<file path="src/rtl/keylock_pkg.sv">
package keylock_pkg;
  localparam int ADDR_W      = 4;
  localparam int MAX_LOCKS   = 4;
  localparam int CFG_BASE    = 0;
  localparam int LOCK_BASE   = 4;
  localparam int KICK_BASE   = 8;
  localparam int GUARD_ADDR  = 10;
  localparam int RSTCTL_ADDR = 11;
  localparam int STATUS_ADDR = 12;

  typedef enum logic [1:0] {
    GATE_NONE  = 2'd0,
    GATE_LOCK  = 2'd1,
    GATE_KICK  = 2'd2
  } gate_kind_e;
endpackage

</file>
<file path="src/rtl/lock_slot.sv">
module lock_slot #(
  parameter int RELOCK_CYC = 4
) (
  input  logic clk,
  input  logic rst_n,
  input  logic key_wr,
  input  logic key_hit,
  output logic open_o
);
  localparam int CW = $clog2(RELOCK_CYC + 1);

  logic [CW-1:0] win_cnt;

  always_ff @(posedge clk or negedge rst_n) begin
    if (!rst_n) begin
      win_cnt <= '0;
    end else if (key_wr) begin
      win_cnt <= key_hit ? CW'(RELOCK_CYC) : '0;
    end else if (win_cnt != '0) begin
      win_cnt <= win_cnt - 1'b1;
    end
  end

  assign open_o = (win_cnt != '0);

  AST_WINDOW_BOUND: assert property (@(posedge clk) disable iff (!rst_n)
    win_cnt <= CW'(RELOCK_CYC));
  AST_KEY_OPENS: assert property (@(posedge clk) disable iff (!rst_n)
    (key_wr && key_hit) |=> open_o);
  AST_MISS_CLOSES: assert property (@(posedge clk) disable iff (!rst_n)
    (key_wr && !key_hit) |=> !open_o);
endmodule

</file>
<file path="src/rtl/kick_pair.sv">
module kick_pair #(
  parameter int DW = 32,
  parameter logic [DW-1:0] KEY0 = '0,
  parameter logic [DW-1:0] KEY1 = '0
) (
  input  logic          clk,
  input  logic          rst_n,
  input  logic [1:0]    kick_wr,
  input  logic [DW-1:0] wdata,
  output logic [1:0]    held_o,
  output logic          open_o
);
  logic [1:0] held_q;
  logic [1:0] hit;

  assign hit[0] = (wdata == KEY0);
  assign hit[1] = (wdata == KEY1);

  for (genvar j = 0; j < 2; j++) begin : g_kick
    always_ff @(posedge clk or negedge rst_n) begin
      if (!rst_n)          held_q[j] <= 1'b0;
      else if (kick_wr[j]) held_q[j] <= hit[j];
    end
  end

  assign held_o = held_q;
  assign open_o = &held_q;

  AST_KICK_MISS_PROTECTS: assert property (@(posedge clk) disable iff (!rst_n)
    ((kick_wr[0] && !hit[0]) || (kick_wr[1] && !hit[1])) |=> !open_o);
  AST_KICK_ONEHOT_WR: assert property (@(posedge clk) disable iff (!rst_n)
    $onehot0(kick_wr));
endmodule

</file>
<file path="src/rtl/keylock_cfg_bank.sv">
module keylock_cfg_bank
  import keylock_pkg::*;
#(
  parameter int DW         = 32,
  parameter int N_LOCK     = 4,
  parameter int RELOCK_CYC = 4,
  parameter int N_PORTS    = 2,
  parameter int RST_W      = 4,
  parameter logic [DW-1:0] LOCK_KEY_BASE = 32'h5A5A_C300,
  parameter logic [DW-1:0] KICK_KEY0     = 32'h83E7_0B13,
  parameter logic [DW-1:0] KICK_KEY1     = 32'h95A4_F1E0,
  parameter logic [DW-1:0] EO_MASK       = 32'h0000_00FF
) (
  input  logic                 clk,
  input  logic                 rst_n,
  input  logic [ADDR_W-1:0]    addr,
  input  logic [DW-1:0]        wdata,
  input  logic                 we,
  input  logic                 re,
  output logic [DW-1:0]        rdata,
  output logic [N_LOCK*DW-1:0] cfg_o,
  output logic [DW-1:0]        guard_o,
  output logic [N_PORTS-1:0]   port_rst_o,
  output logic                 err_o
);
  localparam int LOCKS_USED = (N_LOCK < MAX_LOCKS) ? N_LOCK : MAX_LOCKS;

  logic [LOCKS_USED-1:0] lock_open;
  logic [LOCKS_USED-1:0] cfg_hit;
  logic [DW-1:0]         cfg_q [LOCKS_USED];
  logic [1:0]            kick_held;
  logic                  kick_open;
  logic [DW-1:0]         guard_q;
  logic [DW-1:0]         rstctl_q;
  logic                  err_q;
  logic                  guard_hit, rstctl_hit, status_hit;
  logic                  drop_wr;
  logic [DW-1:0]         rd_mux;

  // ---------------- lock-protected configuration words ----------------
  for (genvar i = 0; i < LOCKS_USED; i++) begin : g_lock
    logic lock_wr_i;
    assign lock_wr_i  = we && (addr == ADDR_W'(LOCK_BASE + i));
    assign cfg_hit[i] = we && (addr == ADDR_W'(CFG_BASE + i));

    lock_slot #(.RELOCK_CYC(RELOCK_CYC)) u_slot (
      .clk    (clk),
      .rst_n  (rst_n),
      .key_wr (lock_wr_i),
      .key_hit(wdata == (LOCK_KEY_BASE + DW'(i))),
      .open_o (lock_open[i])
    );

    always_ff @(posedge clk or negedge rst_n) begin
      if (!rst_n)                        cfg_q[i] <= '0;
      else if (cfg_hit[i] && lock_open[i]) cfg_q[i] <= wdata;
    end

    assign cfg_o[i*DW +: DW] = cfg_q[i];

    AST_CFG_LOCKED_DROP: assert property (@(posedge clk) disable iff (!rst_n)
      (cfg_hit[i] && !lock_open[i]) |=> $stable(cfg_q[i]));
    AST_CFG_LOCKED_ERR: assert property (@(posedge clk) disable iff (!rst_n)
      (cfg_hit[i] && !lock_open[i]) |=> err_q);
  end

  if (LOCKS_USED < N_LOCK) begin : g_pad
    assign cfg_o[N_LOCK*DW-1:LOCKS_USED*DW] = '0;
  end

  // ---------------- kick-protected words ----------------
  kick_pair #(.DW(DW), .KEY0(KICK_KEY0), .KEY1(KICK_KEY1)) u_kick (
    .clk    (clk),
    .rst_n  (rst_n),
    .kick_wr({we && (addr == ADDR_W'(KICK_BASE + 1)),
              we && (addr == ADDR_W'(KICK_BASE))}),
    .wdata  (wdata),
    .held_o (kick_held),
    .open_o (kick_open)
  );

  assign guard_hit  = we && (addr == ADDR_W'(GUARD_ADDR));
  assign rstctl_hit = we && (addr == ADDR_W'(RSTCTL_ADDR));
  assign status_hit = we && (addr == ADDR_W'(STATUS_ADDR));

  always_ff @(posedge clk or negedge rst_n) begin
    if (!rst_n) begin
      guard_q  <= '0;
      rstctl_q <= '0;
    end else if (kick_open) begin
      if (guard_hit)
        guard_q <= (wdata & ~EO_MASK) | ((guard_q | wdata) & EO_MASK);
      if (rstctl_hit)
        rstctl_q <= wdata;
    end
  end

  assign guard_o = guard_q;

  for (genvar p = 0; p < N_PORTS; p++) begin : g_port
    assign port_rst_o[p] = |rstctl_q[p*RST_W +: RST_W];
  end

  // ---------------- sticky error ----------------
  assign drop_wr = (|(cfg_hit & ~lock_open)) ||
                   ((guard_hit || rstctl_hit) && !kick_open);

  always_ff @(posedge clk or negedge rst_n) begin
    if (!rst_n)                      err_q <= 1'b0;
    else if (drop_wr)                err_q <= 1'b1;
    else if (status_hit && wdata[0]) err_q <= 1'b0;
  end

  assign err_o = err_q;

  // ---------------- read path ----------------
  always_comb begin
    rd_mux = '0;
    for (int i = 0; i < LOCKS_USED; i++) begin
      if (addr == ADDR_W'(CFG_BASE + i))  rd_mux = cfg_q[i];
      if (addr == ADDR_W'(LOCK_BASE + i)) rd_mux = DW'(lock_open[i]);
    end
    if (addr == ADDR_W'(KICK_BASE))     rd_mux = DW'(kick_held[0]);
    if (addr == ADDR_W'(KICK_BASE + 1)) rd_mux = DW'(kick_held[1]);
    if (addr == ADDR_W'(GUARD_ADDR))    rd_mux = guard_q;
    if (addr == ADDR_W'(RSTCTL_ADDR))   rd_mux = rstctl_q;
    if (addr == ADDR_W'(STATUS_ADDR))   rd_mux = DW'(err_q);
  end

  always_ff @(posedge clk or negedge rst_n) begin
    if (!rst_n)  rdata <= '0;
    else if (re) rdata <= rd_mux;
  end

  // ---------------- assertions ----------------
  AST_EO_NO_CLEAR: assert property (@(posedge clk) disable iff (!rst_n)
    (($past(guard_q) & EO_MASK & ~guard_q) == '0));
  AST_GUARD_DROP: assert property (@(posedge clk) disable iff (!rst_n)
    (guard_hit && !kick_open) |=> $stable(guard_q));
  AST_RSTCTL_DROP: assert property (@(posedge clk) disable iff (!rst_n)
    (rstctl_hit && !kick_open) |=> $stable(port_rst_o));
  AST_ERR_STICKY: assert property (@(posedge clk) disable iff (!rst_n)
    (err_q && !(status_hit && wdata[0])) |=> err_q);
  AST_LOCK_READ_BIT: assert property (@(posedge clk) disable iff (!rst_n)
    (re && (addr >= ADDR_W'(LOCK_BASE)) && (addr <= ADDR_W'(KICK_BASE + 1)))
      |=> (rdata[DW-1:1] == '0));
endmodule

</file>
<file path="config.mk">
export PLATFORM = sky130hd
export DESIGN_NAME = keylock_cfg_bank
export DESIGN_NICKNAME = d
export VERILOG_FILES = /design/src/rtl/keylock_pkg.sv /design/src/rtl/lock_slot.sv /design/src/rtl/kick_pair.sv /design/src/rtl/keylock_cfg_bank.sv
export SDC_FILE = /design/constraint.sdc
export NUM_CORES = 1
export LEC_CHECK = 0
export ABC_AREA = 1
export BUFFER_PORTS_ARGS = -buffer_cell sky130_fd_sc_hd__buf_4
export CORE_UTILIZATION = 38
export CTS_BUF_LIST = sky130_fd_sc_hd__clkbuf_2
export DETAILED_ROUTE_END_ITERATION = 6
export SLEW_MARGIN = 20
export SYNTH_ARGS = -nofsm -noshare
export SYNTH_HDL_FRONTEND = slang
export SYNTH_SLANG_ARGS = --single-unit
</file>
<file path="constraint.sdc">
create_clock -name clk -period 1.55 [get_ports clk]
set_input_delay 0.31 -clock clk [delete_from_list [all_inputs] [get_ports clk]]
set_output_delay 0.31 -clock clk [all_outputs]
set_load 0.05 [all_outputs]
</file>
==> flow_metrics.tcl, run 1 <==
set metrics [dict create \
    status "finished, violations left" \
    violations "design-rule violations, negative setup slack" \
    finalSetupViolCount 195 \
    slew_viol_final 0 \
    postSynthAreaPerCell_um2 9.00 \
    cp_slowest_stage_delay_ns 0.53 \
    yosysTopAreaCellShare 0.551 \
    ir_drop_mv 1.13 \
    cts.reportedPaths.clkPinSlew_ns 0.10 \
    core_um2 27900 \
    critPathLaunchType "flip-flop" \
    power.leakage_nw 8.73 \
    grt_overflow 0 \
    dieArea_um2 29300 \
    synth_common_cells "nand2_1, dfrtp_1, o21ai_1, o21ai_0, inv_1" \
    crit_family "simple AND/OR/NAND/NOR gates" \
    die_h_um 171 \
    rsz0062_at_grt "yes" \
    netlist_area_um2 10900 \
    startpoint "rstctl_q[2]$_DFFE_PN0P_" \
    cp_num_buf_inv 1 \
    track_usage 0.273 \
    area.growth.synth_to_final_pct 56.3 \
    cts_root_buf "clkbuf_2" \
    cp_slowest_cell "or4_4" \
    holdWs_ns 0.0781 \
    path_class "flip-flop to output port" \
    clkSinkCount 239 \
    rows 61 \
    dr.pass1.iters 7 \
    drc 2 \
    antenna_left 0 \
    hp-start "addr[2]" \
    cts_buffer_depth 3 \
    grt_antenna_before_repair 1 \
    yosysTopAreaCell "dfrtp_1" \
    multi_input_area_um2 4210 \
    cts_tree "built" \
    finalHoldViolations 0 \
    drive_above_1_share 0.386 \
    drt_iter0_markers 845 \
    reg2reg_from "g_lock[1].u_slot.win_cnt[0]$_DFFE_PN0P_" \
    io_buffer_count 234 \
    whs_path_depth 6 \
    nFillCells 2400 \
    period_share 1.42 \
    cp.depth 2 \
    ff2ff_path_depth 13 \
    crit_chain "or4_4 > buf_8" \
    grt_pass1_wl_um 60500 \
    hpwl_um 25700 \
    worst_slew_pin_slew_ns 0.441 \
    post-route-min-period_ns 2.20 \
    synth_seq_cells 239 \
    critPathArrivalTime_ns 1.89 \
    synthFlopType "dfrtp_1" \
    place.gp.congestion 0.873 \
    wl_per_cell_um 18.0 \
    ys_top_cells_by_area "dfrtp_1, nand2_1, o21ai_1" \
    max_freq_mhz 454 \
    yosysMostFrequentCell "nand2_1" \
    grt_max_degree 47 \
    vias 11000 \
    end_kind "output port" \
    ff_latch_area_um2 5980 \
    syn_nets 1255 \
    start_util 0.389 \
    die_w_um 171 \
    insertion_delay_ns 0.81 \
    synthCells 1207 \
    p_per_area_nw_per_um2 1660 \
    setup_tns_ns -25.52 \
    avgViaCountPerCell 5.04 \
    io_pins 235 \
    max_cap_violations 0 \
    hp-class "primary input to flip-flop" \
    post_synth_num_cell_types 42 \
    worst_slack_ns -0.652 \
    totalWireLength_um 39500 \
    synth_edf_count 0 \
    async_reset_ff_frac 1.00 \
    clock_skew_ns 0.0510 \
    cts_made_buffers 66 \
    first_global_vias 11100 \
    final_nets 1809 \
    cp_max_fo 3 \
    postLayoutCoreUtil 0.608 \
    total_power_w 0.0281 \
    yosys_warnings 0 \
    htreeDepth 3 \
    required_ns 1.24 \
    ys_seq_area_frac 0.551 \
    relSlewSlack 0.706 \
]
report_power, final:
group / internal [W] / leakage (nW) / switching (W)
clock network: 0.00198 / 0.454 / 0.00274
registers: 0.00779 / 3.12 / 0.00145
logic: 0.00573 / 5.15 / 0.00840
total: 0.0155 / 8.73 / 0.0126
cells by family (layout without fill, tap and decap cells):
family                     count (synthesis)  in the layout  share of synthesized area
buffers and inverters                    145            744                     0.0674
xor gates and xnor gates                   1              1                   0.000807
other                                      0              2                          0
and+or+nand+nor                          511            511                      0.205
DFF                                      239            239                      0.551
adders and majority gates                  8              8                    0.00922
AOI/OAI and AO/OA                        303            303                      0.167
final timing paths:
path,endpoint,slack [ns]
hold reg to reg,rstctl_q[15]$_DFFE_PN0P_,0.50
hold / removal,u_kick.held_o[1]$_DFFE_PN0P_,0.08
setup reg to reg,rdata[0]$_DFFE_PN0P_,0.02
min in group asynchronous,cfg_o[97]$_DFFE_PN0P_,0.54
setup / recovery,port_rst_o[0],-0.65
max in group asynchronous,cfg_o[10]$_DFFE_PN0P_,0.41
flip-flops by register name, indices dropped and copies added, names as in the netlist:
signal                 count
g_lock.u_slot.win_cnt     12
cfg_o                    128
rdata                     32
rstctl_q                  32
guard_o                   32
err_o                      1
u_kick.held_o              2
per-layer routing:
| layer | routed length (um) | GRT usage | vias up |
|---|---|---|---|
| met1 | 16500 | 0.355 | 5200 |
| met2 | 18700 | 0.438 | 523 |
| met5 | 0 | 0 | - |
| li1 | - | - | 5188 |
| met3 | 2730 | 0.0507 | 109 |
| met4 | 1510 | 0.129 | 0 |
cell type report:
type	instances	area share
diodes	2	0.000295
clock buffers	97	0.0286
clock inverters	16	0.00686
inverters	81	0.0184
multi-input cells	823	0.248
flip-flops and latches	239	0.353
well taps	378	0.0279
repair buffers	550	0.318
metrics by stage:
stage	setup slack [ns]	cells	area, um2
global placement	-0.0472	1846	13800
detailed placement	-0.0968	1846	13800
CTS	-0.734	2148	16600
global route	-0.772	2186	17000
finish	-0.652	2186	17000
floorplan	0.104	1207	10900
worst reg2reg max path: cells and delay by family (launching register included):
family | cells | cell delay (ns)
simple gates | 10 | 0.73
fa+ha+maj | 1 | 0.19
buf+inv | 2 | 0.13
flops | 1 | 0.40
repair_timing:
| item | 4_1_cts | 5_1_grt |
|---|---|---|
| setup endpoints to repair | 197 | 229 |
| resized for setup | 201 | 18 |
| buffers inserted | 152 | 36 |
| pin swaps | 2 | 9 |
| hold endpoints to repair | 453 | 0 |
| hold buffers | 37 | 0 |
cells in the final DEF, fill, tap and decap left out, types with 28 or more instances in the layout:
cell type and n:
nand2_1 367, buf_4 283, dfrtp_1 236, buf_6 194, o21ai_1 109, o21ai_0 97
clkbuf_2 97, inv_1 68, nand3_1 53, a21oi_1 41, dlygate4sd3_1 37, buf_12 34
nor2_1 28
(Power assumes the default switching activity.)
==> inputs of run 2 (changes only) <==
--- a/config.mk
+++ b/config.mk
@@ -5,11 +5,11 @@
 export SDC_FILE = /design/constraint.sdc
 export NUM_CORES = 1
 export LEC_CHECK = 0
-export ABC_AREA = 1
 export BUFFER_PORTS_ARGS = -buffer_cell sky130_fd_sc_hd__buf_4
-export CORE_UTILIZATION = 38
+export CORE_UTILIZATION = 49
 export CTS_BUF_LIST = sky130_fd_sc_hd__clkbuf_2
 export DETAILED_ROUTE_END_ITERATION = 6
+export PLACE_DENSITY = 0.73
 export SLEW_MARGIN = 20
 export SYNTH_ARGS = -nofsm -noshare
 export SYNTH_HDL_FRONTEND = slang
==> run 2 against run 1 <==
Net effect: clock skew grew 0.022 ns; largest cell class unchanged; total power up 10%; clock-buffer cell count down 15; the run ends with negative hold slack, negative setup slack left.
==> flow_metrics.tcl, run 2 <==
set metrics [dict create \
    dieArea_um2 22500 \
    design_area_um2 17700 \
    final_cell_mix "buf_4, dfrtp_1, buf_6" \
    insertion_delay_ns 0.90 \
    drc 0 \
    crit_family "simple AND/OR/NAND/NOR gates" \
    yosysMostFrequentCell "dfrtp_1" \
    cts.reportedPaths.clkPinSlew_ns 0.15 \
    critPathLaunchType "flip-flop" \
    die_h_um 150 \
    max_cap_violations 0 \
    totalWireLength_um 45900 \
    core_um2 21200 \
    cts_root_buf "clkbuf_2" \
    postSynthAreaPerCell_um2 13.0 \
    reg2reg_from "g_lock[1].u_slot.win_cnt[1]$_DFFE_PN0P_" \
    required_ns 1.24 \
    grt_overflow 0 \
    largest_reg_flops 128 \
    postLayoutCoreUtil 0.835 \
    setup_tns_ns -60.66 \
    finalSetupViolCount 341 \
    cp_slowest_cell "or4_4" \
    drt_iter0_markers 1073 \
    dpl_cell_area_um2 13700 \
    holdWs_ns -0.0102 \
    post-route-min-period_ns 2.33 \
    yosys_warnings 0 \
    cts_tree "built" \
    netlist_area_um2 10700 \
    hpwl_um 22700 \
    cp_slowest_stage_delay_ns 0.51 \
    vias 10600 \
    period_share 1.50 \
    relSlewSlack 0.505 \
    ir_drop_mv 1.38 \
    track_usage 0.360 \
    wl_per_cell_um 26.3 \
    yosysTopAreaCellShare 0.558 \
    final_nets 1485 \
    worst_slack_ns -0.779 \
    synth_common_cells "dfrtp_1, mux2_2, mux2i_1, nor2_1, mux2_1" \
    post_synth_num_cell_types 50 \
    htreeDepth 2 \
    io_pins 235 \
    async_reset_ff_frac 1.00 \
    grt_max_degree 66 \
    rsz0062_at_grt "yes" \
    finalHoldViolations 3 \
    max_freq_mhz 429 \
    worst_slew_pin_slew_ns 0.740 \
    clkSinkCount 239 \
    status "finished, violations left" \
    io_buffer_count 234 \
    cts_buffer_depth 3 \
    synth_edf_count 0 \
    area.growth.synth_to_final_pct 65.4 \
    start_util 0.505 \
    violations "negative hold slack, negative setup slack" \
    avgViaCountPerCell 6.07 \
    place.gp.congestion 0.889 \
    end_kind "output port" \
    syn_nets 875 \
    rows 53 \
    startpoint "rstctl_q[1]$_DFFE_PN0P_" \
    cp_num_buf_inv 1 \
    cp_max_fo 3 \
    hp-class "primary input to flip-flop" \
    first_global_vias 10500 \
    synth_seq_cells 239 \
    path_class "flip-flop to output port" \
    synthCells 827 \
    p_per_area_nw_per_um2 1750 \
    die_w_um 150 \
    clock_skew_ns 0.0734 \
    power.leakage_nw 9.10 \
    critPathArrivalTime_ns 2.02 \
    ys_seq_area_frac 0.558 \
    yosysTopAreaCell "dfrtp_1" \
    grt_antenna_before_repair 1 \
    nFillCells 1017 \
    antenna_left 0 \
    ys_top_cells_by_area "dfrtp_1, mux2_2, mux2i_1" \
    drive_above_1_share 0.576 \
    grt_pass1_wl_um 60200 \
    synthFlopType "dfrtp_1" \
    crit_chain "or4_4 > buf_8" \
    dr.pass1.iters 5 \
    cts_made_buffers 59 \
    final_common_cell "buf_4" \
    slew_viol_final 0 \
    hp-start "wdata[5]" \
]
[run 2: changes by cell type after synthesis, moves of 45 or more]
cell | before | now
inv_1 | 72 | 12
mux2_1 | 0 | 45
mux2_2 | 0 | 139
mux2i_1 | 0 | 66
nand2_1 | 371 | 18
nand3_1 | 56 | 7
o21ai_0 | 98 | 15
o21ai_1 | 108 | 0
[run 2: cell type report]
cell class / count / area (um2) / area share
inverter: 13 / 48.8 / 0.00275
multi-input combinational: 522 / 5000 / 0.282
antenna: 1 / 2.50 / 0.000141
sequential: 239 / 5980 / 0.338
clock buffer: 82 / 410 / 0.0232
tap: 275 / 344 / 0.0194
timing repair buffer: 602 / 5890 / 0.332
clock inverter: 13 / 53.8 / 0.00304
[run 2: path summary, 6_finish.rpt]
| path | end | slack [ns] | depth (start not counted) |
|---|---|---|---|
| setup / recovery | port_rst_o[0] | -0.78 | 2 |
| hold / removal | u_kick.held_o[0]$_DFFE_PN0P_ | -0.01 | 6 |
| setup reg to reg | cfg_o[38]$_DFFE_PN0P_ | -0.33 | 8 |
| hold reg to reg | rstctl_q[29]$_DFFE_PN0P_ | 0.52 | 1 |
| max in group asynchronous | guard_o[24]$_DFFE_PN0P_ | 0.38 | 3 |
| min in group asynchronous | cfg_o[105]$_DFFE_PN0P_ | 0 | 3 |
[run 2: repair_timing]
item	CTS	global route
setup endpoints to repair	303	325
pin swaps	7	20
gates cloned	9	5
hold endpoints to repair	450	28
hold buffers	43	5
setup buffers	160	64
gates resized for setup	238	102
[run 2: power breakdown]
| group | total, W | switching (W) | internal [W] |
|---|---|---|---|
| logic | 0.0173 | 0.00940 | 0.00786 |
| registers | 0.00954 | 0.00165 | 0.00789 |
| clock network | 0.00419 | 0.00279 | 0.00140 |
| total | 0.0310 | 0.0138 | 0.0172 |
[run 2: routing by layer]
metal / up-vias / track usage / wire length, um
met3: 225 / 0.0777 / 4500
li1: 4299 / - / -
met1: 5294 / 0.449 / 16400
met2: 785 / 0.586 / 22200
met4: 0 / 0.194 / 2770
met5: - / 0 / 0
[run 2: worst register-to-register path, cell delays in order (launching register included)]
cell and delay [ns]:
dfrtp_1 0.40, inv_2 0.08, ha_4 0.16, nor2b_4 0.13, nor2_4 0.15, nand3_4 0.21, buf_12 0.20, buf_12 0.14
mux2_2 0.28
[run 2: logic make-up (layout without fill, tap and decap cells)]
kind of cell	count (synthesis)	after routing	share of synthesized area
xor gates and xnor gates	4	4	0.00327
AOI/OAI and AO/OA	137	137	0.0843
DFF	239	239	0.558
muxes	250	250	0.255
adders and majority gates	8	8	0.00934
buffers and inverters	66	710	0.0293
other	0	1	0
and+or+nand+nor	123	123	0.0607
[run 2: metrics by stage]
stage | cells | setup WS, ns | total power, W | hold WS (ns)
floorplan | 827 | -0.120 | 0.0173 | 0.0144
global placement | 1383 | -0.465 | 0.0214 | 0.152
detailed placement | 1383 | -0.460 | 0.0216 | 0.154
CTS | 1690 | -0.776 | 0.0289 | 0.00705
global route | 1747 | -0.836 | 0.0320 | -0.0410
finish | 1747 | -0.779 | 0.0310 | -0.0102
